`config.mk`:
```
export PLATFORM = sky130hd
export DESIGN_NAME = usb_ep_ctl
export DESIGN_NICKNAME = d
export VERILOG_FILES = /design/src/rtl/usb_epctl_pkg.sv /design/src/rtl/epctl_nak_flags.sv /design/src/rtl/epctl_ctl_reg.sv /design/src/rtl/epctl_toggle_bank.sv /design/src/rtl/usb_ep_ctl.sv
export SDC_FILE = /design/constraint.sdc
export NUM_CORES = 1
export LEC_CHECK = 0
export BUFFER_PORTS_ARGS = -buffer_cell sky130_fd_sc_hd__buf_2
export CORE_MARGIN = 5
export CORE_UTILIZATION = 32
export CTS_CLUSTER_DIAMETER = 150
export CTS_CLUSTER_SIZE = 28
export DETAILED_ROUTE_END_ITERATION = 8
export GPL_ROUTABILITY_DRIVEN = 0
export SLEW_MARGIN = 20
export SYNTH_ARGS = -nofsm -noshare
export SYNTH_HDL_FRONTEND = slang
export SYNTH_SLANG_ARGS = --single-unit
```
`constraint.sdc`:
```
create_clock -name clk_i -period 1.65 [get_ports clk_i]
set_input_delay 0.165 -clock clk_i [delete_from_list [all_inputs] [get_ports clk_i]]
set_output_delay 0.165 -clock clk_i [all_outputs]
set_load 0.005 [all_outputs]
```
`src/rtl/usb_epctl_pkg.sv`:
```
package usb_epctl_pkg;
  localparam int unsigned ADDR_W = 5;
  localparam int unsigned DATA_W = 8;
  localparam int unsigned NUM_EP = 3;
  localparam logic [ADDR_W-1:0] NAK_ADDR = 5'h09;
  localparam logic [ADDR_W-1:0] CTL_ADDR = 5'h0A;
  // field positions that software decodes
  localparam int unsigned NAK_LSB = 5;
  localparam int unsigned DIS_LSB = 5;
  localparam int unsigned CLR_LSB = 2;
endpackage

```
`src/rtl/epctl_nak_flags.sv`:
```
module epctl_nak_flags #(
  parameter int unsigned N = 3
) (
  input  logic         clk_i,
  input  logic         rst_ni,
  input  logic         bus_reset_i,
  input  logic         wr_i,
  input  logic [N-1:0] wdata_i,
  input  logic [N-1:0] evt_i,
  output logic [N-1:0] flags_o
);
  logic [N-1:0] flags_q;

  // engine set beats software clear
  always_ff @(posedge clk_i or negedge rst_ni) begin
    if (!rst_ni)          flags_q <= '0;
    else if (bus_reset_i) flags_q <= '0;
    else                  flags_q <= (wr_i ? wdata_i : flags_q) | evt_i;
  end

  assign flags_o = flags_q;
endmodule

```
`src/rtl/epctl_ctl_reg.sv`:
```
module epctl_ctl_reg #(
  parameter int unsigned N = 3
) (
  input  logic         clk_i,
  input  logic         rst_ni,
  input  logic         bus_reset_i,
  input  logic         wr_i,
  input  logic [N-1:0] dis_wdata_i,
  input  logic [N-1:0] clr_wdata_i,
  output logic [N-1:0] dis_o,
  output logic [N-1:0] clr_o
);
  logic [N-1:0] dis_q;
  logic [N-1:0] clr_q;

  always_ff @(posedge clk_i or negedge rst_ni) begin
    if (!rst_ni) begin
      dis_q <= '0;
      clr_q <= '0;
    end else if (bus_reset_i) begin
      dis_q <= '0;
      clr_q <= '0;
    end else begin
      if (wr_i) dis_q <= dis_wdata_i;
      // one-cycle strobe
      clr_q <= wr_i ? clr_wdata_i : '0;
    end
  end

  assign dis_o = dis_q;
  assign clr_o = clr_q;
endmodule

```
`src/rtl/epctl_toggle_bank.sv`:
```
module epctl_toggle_bank #(
  parameter int unsigned N = 3
) (
  input  logic         clk_i,
  input  logic         rst_ni,
  input  logic         bus_reset_i,
  input  logic [N-1:0] clr_i,
  input  logic [N-1:0] ok_i,
  input  logic [N-1:0] dis_i,
  output logic [N-1:0] tog_o
);
  for (genvar i = 0; i < N; i++) begin : g_ep
    logic tog_q;
    always_ff @(posedge clk_i or negedge rst_ni) begin
      if (!rst_ni)                      tog_q <= 1'b0;
      else if (bus_reset_i || clr_i[i]) tog_q <= 1'b0;
      else if (ok_i[i] && !dis_i[i])    tog_q <= ~tog_q;
    end
    assign tog_o[i] = tog_q;
  end
endmodule

```
`src/rtl/usb_ep_ctl.sv`:
```
module usb_ep_ctl
  import usb_epctl_pkg::*;
(
  input  logic              clk_i,
  input  logic              rst_ni,
  input  logic              bus_reset_i,
  input  logic [ADDR_W-1:0] addr_i,
  input  logic              wr_en_i,
  input  logic [DATA_W-1:0] wdata_i,
  output logic [DATA_W-1:0] rdata_o,
  input  logic [NUM_EP-1:0] nak_evt_i,
  input  logic [NUM_EP-1:0] xfer_ok_i,
  output logic [NUM_EP-1:0] toggle_o,
  output logic [NUM_EP-1:0] ep_dis_o
);
  logic              wr_nak, wr_ctl;
  logic [NUM_EP-1:0] nak_q, dis_q, clr_q;
  logic              unused_wbits;

  assign wr_nak = wr_en_i && (addr_i == NAK_ADDR);
  assign wr_ctl = wr_en_i && (addr_i == CTL_ADDR);
  assign unused_wbits = ^wdata_i[CLR_LSB-1:0];

  epctl_nak_flags #(.N(NUM_EP)) u_nak (
    .clk_i       (clk_i),
    .rst_ni      (rst_ni),
    .bus_reset_i (bus_reset_i),
    .wr_i        (wr_nak),
    .wdata_i     (wdata_i[NAK_LSB +: NUM_EP]),
    .evt_i       (nak_evt_i),
    .flags_o     (nak_q)
  );

  epctl_ctl_reg #(.N(NUM_EP)) u_ctl (
    .clk_i       (clk_i),
    .rst_ni      (rst_ni),
    .bus_reset_i (bus_reset_i),
    .wr_i        (wr_ctl),
    .dis_wdata_i (wdata_i[DIS_LSB +: NUM_EP]),
    .clr_wdata_i (wdata_i[CLR_LSB +: NUM_EP]),
    .dis_o       (dis_q),
    .clr_o       (clr_q)
  );

  epctl_toggle_bank #(.N(NUM_EP)) u_tog (
    .clk_i       (clk_i),
    .rst_ni      (rst_ni),
    .bus_reset_i (bus_reset_i),
    .clr_i       (clr_q),
    .ok_i        (xfer_ok_i),
    .dis_i       (dis_q),
    .tog_o       (toggle_o)
  );

  always_comb begin
    rdata_o = '0;
    if (addr_i == NAK_ADDR) begin
      rdata_o[NAK_LSB +: NUM_EP] = nak_q;
    end else if (addr_i == CTL_ADDR) begin
      rdata_o[DIS_LSB +: NUM_EP] = dis_q;
      rdata_o[CLR_LSB +: NUM_EP] = clr_q;
    end
  end

  assign ep_dis_o = dis_q;
endmodule

```
==> results.sh, run 1 <==
export IMPL_status="finished clean"
export IMPL_grt_usage_pct=11.01
export IMPL_ys_types=23
export IMPL_place_detailed_hpwl_microns=1296
export IMPL_cp_max_fo=4
export IMPL_cp_depth=5
export IMPL_num_fill_cells=220
export IMPL_crit_start="addr_i[4]"
export IMPL_grt_pass1_vias=627
export IMPL_cts_repair_resized=0
export IMPL_ys_seq_elements=12
export IMPL_io_buffers=32
export IMPL_rsz0062_at_grt="no"
export IMPL_cts_tree="built"
export IMPL_vias=630
export IMPL_min_period_ns=1.242
export IMPL_reg2regPathDepth=3
export IMPL_via_per_inst=5.000
export IMPL_cts_clk_slew_worst_paths_ns=0.07
export IMPL_critPathMostFrequentCell="buf_2"
export IMPL_syn_inst=69
export IMPL_design_core_area_sq_um=2002
export IMPL_power_leakage_nw=0.4250
export IMPL_timing_final_ws_setup_ns=0.4078
export IMPL_slew_violations=0
export IMPL_dpl_worst_slack_ns=0.4019
export IMPL_rr_startpoint="u_ctl.dis_o[1]"
export IMPL_clkLatencyLatePin_ns=0.26
export IMPL_end_kind="output pin"
export IMPL_power_uw=583.9
export IMPL_fp_dieArea_sq_um=3149
export IMPL_drt_initial_drc_count=12
export IMPL_report_final_hold_viol_count=0
export IMPL_p_per_area_nw_per_um2=675.4
export IMPL_start_kind="input port"
export IMPL_start_util_pct=34.00
export IMPL_clock_skew_ns=0.0002736
export IMPL_grt_overflow=0
export IMPL_clock_path_buffers=2
export IMPL_rrSetupSlack_ns=0.77
export IMPL_worstReg2RegEnd="u_tog.g_ep[1].tog_q"
export IMPL_yosysSeqAreaShare_pct=44.12
export IMPL_critPathKind="in -> out"
export IMPL_chipWidth_microns=56.12
export IMPL_wire_per_inst_microns=12.83
export IMPL_fin_area_sq_um=864.6
export IMPL_setup_viol=0
export IMPL_ios=37
export IMPL_rows=16
export IMPL_numCtsBuffers=3
export IMPL_finalCritPeriodShare_pct=75.28
export IMPL_drt_wl_total_microns=1617
export IMPL_area_growth_pct=27.02
export IMPL_drc=0
export IMPL_crit_family="simple AND/OR/NAND/NOR gates"
export IMPL_worstPathRequired_ns=1.48
export IMPL_final_nets=124
export IMPL_fmax_ghz=0.8050
export IMPL_ant_nets=0
export IMPL_fp_dieH_microns=56.12
export IMPL_cts_htree_levels=1
export IMPL_hold_class="in -> reg"
export IMPL_crit_end="rdata_o[2]"
export IMPL_maxCapViolations=0
export IMPL_clock_sinks=12
export IMPL_numPlacedInstances=122
export IMPL_post_cts_buffers=0
export IMPL_peakVddDrop_uv=268.9
export IMPL_tns_ns=0
export IMPL_grt_pass1_wl_microns=2746
export IMPL_placed_area_sq_um=832.0
export IMPL_finalNonFillerCells=126
export IMPL_cpMaxStageDelayCell="or3b_4"
export IMPL_ys_warn_count=0
export IMPL_antenna_found_initial=0
export IMPL_syn_cell_area_sq_um=680.7
export IMPL_grt_max_degree=13
export IMPL_root_buffer="clkbuf_4"
export IMPL_drt_pass1_iterations=4
export IMPL_avgSynthCellArea_sq_um=9.865
export IMPL_slowest_delay_ns=0.42
export IMPL_worstPathArrival_ns=1.08
export IMPL_utilization_pct=43.19
export IMPL_path_cells="buf_2 -> or3b_4 -> nor2_2 -> and2_1 -> buf_2"
export IMPL_timing_hold_ws_ns=0.1502
export IMPL_critPathBufInv=2
export IMPL_layout_drive_gt1_share_pct=42.42
export IMPL_diodes=0
## area by class of cell
type	count	area [sq um]	area share [%]
Sequential cell	12	300.3	34.73
Timing Repair Buffer	34	177.7	20.55
Clock buffer	3	22.52	2.605
Tap cell	27	33.78	3.907
Multi-Input combinational cell	50	330.3	38.21
## cell usage in the layout, fill, tap and decap left out, drive strengths merged, types with 4 or more instances in the layout
master / instances
nor2: 4
nor2b: 4
o21ai: 6
buf: 33
a21oi: 6
dfrtp: 12
## registers in the layout (all words and copies together) (netlist names)
register and count:
u_ctl.dis_o 3, u_tog.g_ep.tog_q 3, u_nak.flags_o 3, u_ctl.clr_o 3
## worst min path at each step
stage | endpoint | cells after the start | start
after floorplan | u_ctl.clr_o[0] | 0 | rst_ni
after global placement | u_tog.g_ep[2].tog_q | 1 | rst_ni
after detailed placement | u_tog.g_ep[2].tog_q | 1 | rst_ni
after CTS | u_ctl.clr_o[0] | 2 | wdata_i[2]
after global routing | u_ctl.dis_o[0] | 3 | wdata_i[5]
final | u_ctl.clr_o[1] | 2 | wdata_i[3]
## logic make-up (layout without fill, tap and decap cells)
| group | Yosys count | count (layout) | share of synthesized area, % |
|---|---|---|---|
| AOI/OAI and AO/OA | 18 | 18 | 14.89 |
| xor gates and xnor gates | 3 | 3 | 3.861 |
| buffers and inverters | 8 | 37 | 7.903 |
| DFF | 12 | 12 | 44.12 |
| other | 1 | 2 | 0.5509 |
| and+or+nand+nor | 27 | 27 | 28.68 |
## synth_stat cells
cell	instances	share of area [%]
a21oi_1	6	4.4
xnor2_1	3	3.9
nor2b_1	4	3.7
and4bb_1	1	1.8
and2_1	3	2.8
dfrtp_1	12	44
clkbuf_1	1	0.55
nand2b_1	2	1.8
nand3_1	3	2.2
nor2_1	3	1.7
nor3b_2	3	5.5
o21ai_0	6	4.4
nor3_1	3	2.2
nand2_4	1	1.7
nor2_2	1	0.92
a22oi_1	3	3.3
nand4bb_1	1	1.7
or3b_4	1	1.7
and2b_1	1	1.1
buf_4	6	6.6
buf_2	1	0.73
a31oi_1	3	2.8
conb_1	1	0.55
## power breakdown
part	internal (mW)	switching (mW)
Sequential	0.307	0.00752
Combinational	0.0505	0.0507
Clock	0.0841	0.0837
## worst reg2reg max path, stage by stage, from the launching register on
cell and delay [ns]:
dfrtp_1 0.41, nor2b_1 0.16, xnor2_1 0.14, nor3_1 0.06
## layer usage
| metal | up-vias | part of all wire [%] | GRT usage [%] |
|---|---|---|---|
| met5 | - | 0 | 0 |
| met4 | 0 | 0 | 3.051 |
| met3 | 0 | 9.8 | 4.176 |
| met2 | 29 | 51 | 18.36 |
| met1 | 302 | 40 | 13.14 |
| li1 | 299 | - | - |
## timing repair
action                                  in CTS  in global routing
endpoints found under the setup margin       0                  0
hold buffers                                 1                  0
endpoints found under the hold margin       12                  0
Note: power is estimated with default switching activity, not from simulation.
==> run 2: changes to the inputs <==
ABC_AREA = 1   (was default)
clock period = 1.2 ns   (was 1.65 ns; I/O delays follow)
==> run 2 against run 1 <==
Compared with the run above:
- clock skew rose by 0.012 ns
- sequential power rose by 37%
- utilization fell by 0.51 points
- clock-buffer cell count rose by 1
- global-route usage rose by 0.18 points
- combinational power rose by 26%
- die area rose by 3.3%
- critical endpoint is now rdata_o[5]
==> results.sh, run 2 <==
export IMPL_grt_pass1_wl_microns=2842
export IMPL_ant_nets=0
export IMPL_root_buffer="clkbuf_4"
export IMPL_tns_ns=0
export IMPL_grt_usage_pct=11.19
export IMPL_maxCapViolations=0
export IMPL_design_core_area_sq_um=2170
export IMPL_cts_htree_levels=1
export IMPL_final_cell_mix="buf_2 (32), inv_1 (16), dfrtp_1 (12)"
export IMPL_clock_sinks=12
export IMPL_end_kind="output pin"
export IMPL_diodes=0
export IMPL_io_buffers=32
export IMPL_chipWidth_microns=57.05
export IMPL_cp_max_fo=3
export IMPL_rsz0062_at_grt="no"
export IMPL_grt_max_degree=13
export IMPL_clock_path_buffers=2
export IMPL_grt_pass1_vias=664
export IMPL_fin_area_sq_um=925.9
export IMPL_drc=0
export IMPL_synthArstFlopShare_pct=100.0
export IMPL_cts_tree="built"
export IMPL_peakVddDrop_uv=635.0
export IMPL_cpMaxStageDelayCell="dfrtp_1"
export IMPL_fp_dieH_microns=57.05
export IMPL_synth_flop_cell="dfrtp_1"
export IMPL_multi_input_area_sq_um=300.3
export IMPL_syn_inst=87
export IMPL_synth_most_common_cell="inv_1"
export IMPL_synthTopCellsByArea="dfrtp_1 (42%), inv_1 (9.0%), nand3_1 (7.1%), nand2_1 (5.8%), buf_4 (5.3%)"
export IMPL_ys_seq_elements=12
export IMPL_status="finished clean"
export IMPL_hold_class="in -> reg"
export IMPL_drt_pass1_iterations=4
export IMPL_syn_cell_area_sq_um=708.2
export IMPL_ys_types=23
export IMPL_fmax_ghz=0.8979
export IMPL_min_period_ns=1.114
export IMPL_wire_per_inst_microns=11.34
export IMPL_drt_initial_drc_count=12
export IMPL_synth_top_area_share_pct=42.40
export IMPL_drt_wl_total_microns=1690
export IMPL_worstPathRequired_ns=1.08
export IMPL_critPathKind="reg -> out"
export IMPL_finalCritPeriodShare_pct=92.81
export IMPL_seq_area_sq_um=300.3
export IMPL_cts_clk_slew_worst_paths_ns=0.09
export IMPL_setup_viol=0
export IMPL_final_nets=145
export IMPL_ios=37
export IMPL_yosysSeqAreaShare_pct=42.40
export IMPL_place_detailed_hpwl_microns=1378
export IMPL_slew_violations=0
export IMPL_ys_warn_count=0
export IMPL_report_final_hold_viol_count=0
export IMPL_slowest_delay_ns=0.39
export IMPL_worstPathArrival_ns=0.99
export IMPL_avgSynthCellArea_sq_um=8.140
export IMPL_synth_edf_count=0
export IMPL_placed_area_sq_um=872.1
export IMPL_grt_overflow=0
export IMPL_start_util_pct=32.64
export IMPL_rows=17
export IMPL_layout_drive_gt1_share_pct=41.32
export IMPL_final_common_cell="buf_2"
export IMPL_clkLatencyLatePin_ns=0.28
export IMPL_power_leakage_nw=0.5186
export IMPL_clock_skew_ns=0.01180
export IMPL_path_cells="inv_2 -> o21ai_1 -> buf_2"
export IMPL_antenna_found_initial=0
export IMPL_start_kind="flop"
export IMPL_post_synth_top_area_cell="dfrtp_1"
export IMPL_p_per_area_nw_per_um2=958.2
export IMPL_power_uw=887.2
export IMPL_numCtsBuffers=3
export IMPL_vias=679
export IMPL_via_per_inst=4.557
export IMPL_num_fill_cells=250
export IMPL_ys_top_cells_by_count="inv_1 (17), dfrtp_1 (12), nand2_1 (11)"
export IMPL_fp_dieArea_sq_um=3254
export IMPL_area_growth_pct=30.74
==> run 2: changes by cell type after synthesis, moves of 3 or more <==
cell / before / now
xnor2_1: 3 / 0
a22oi_1: 3 / 0
a31oi_1: 3 / 0
nand2_1: 0 / 11
and2_1: 3 / 0
nor2b_1: 4 / 0
nor2_2: 1 / 4
nand3_1: 3 / 10
nor3b_2: 3 / 0
o21ai_0: 6 / 0
inv_1: 0 / 17
o21ai_1: 0 / 4
a21oi_1: 6 / 3
==> run 2: layer usage <==
layer  global-route usage (%)  up-vias  wire, microns  share of wire [%]
met5                        0        -              0                  0
met1                    12.57      318            688                 41
li1                         -      339              -                  -
met2                    19.25       20            867                 51
met4                    4.967        0              8               0.47
met3                    3.620        2            126                7.5
==> run 2: final timing paths <==
kind                                       end  depth (start not counted)  slack (ns)            from
max                                 rdata_o[5]                          3        0.09  u_ctl.dis_o[0]
min                             u_ctl.clr_o[0]                          3        0.06      wdata_i[2]
max reg2reg                u_tog.g_ep[2].tog_q                          3        0.33  u_ctl.dis_o[2]
min reg2reg                u_tog.g_ep[2].tog_q                          1        0.43  u_ctl.clr_o[2]
max in group asynchronous  u_tog.g_ep[2].tog_q                          2        0.72          rst_ni
min in group asynchronous     u_nak.flags_o[2]                          2        0.26          rst_ni
==> run 2: cells by family (layout without fill, tap and decap cells) <==
logic type             after synthesis  after routing  share of synthesized area, %
AND/OR/NAND/NOR                     41             41                         33.92
buffers and inverters               24             57                         15.72
flip-flops                          12             12                         42.40
AO/OA/AOI/OAI                        9              9                         7.420
other                                1              2                        0.5295
==> run 2: area by class of cell <==
type | instances | share of cell area [%]
tap | 28 | 3.784
clock buffer | 4 | 3.919
timing repair buffer | 35 | 20.00
inverter | 18 | 7.432
sequential | 12 | 32.43
multi-input combinational | 52 | 32.43
==> run 2: stage by stage <==
step	instances	hold slack, ns	utilization, %	worst slack, ns
final	149	0.06091	42.68	0.08624
after floorplan	88	-0.1756	-	0.3789
after detailed placement	143	0.01172	40.20	0.1266
after CTS	148	0.04991	42.33	0.04715
after global routing	149	0.05236	42.68	0.009997
after global placement	143	0.01266	40.20	0.1458
==> run 2: critical path, delay by kind of cell, from the launching register on <==
family / cells / cell delay [ns]
compound gates: 1 / 0.13
flops: 1 / 0.39
buf+inv: 2 / 0.20
==> run 2: timing repair <==
item / 4_1_cts / 5_1_grt
buffers inserted: 0 / 1
gates resized for setup: 0 / 1
hold buffers: 1 / 0
setup endpoints to repair: 0 / 2
endpoints found under the hold margin: 12 / 0
==> run 2: power breakdown <==
group | switching [mW] | internal (mW) | total, mW
sequential | 0.0101 | 0.420 | 0.430
combinational | 0.0714 | 0.0560 | 0.127
clock | 0.145 | 0.184 | 0.330
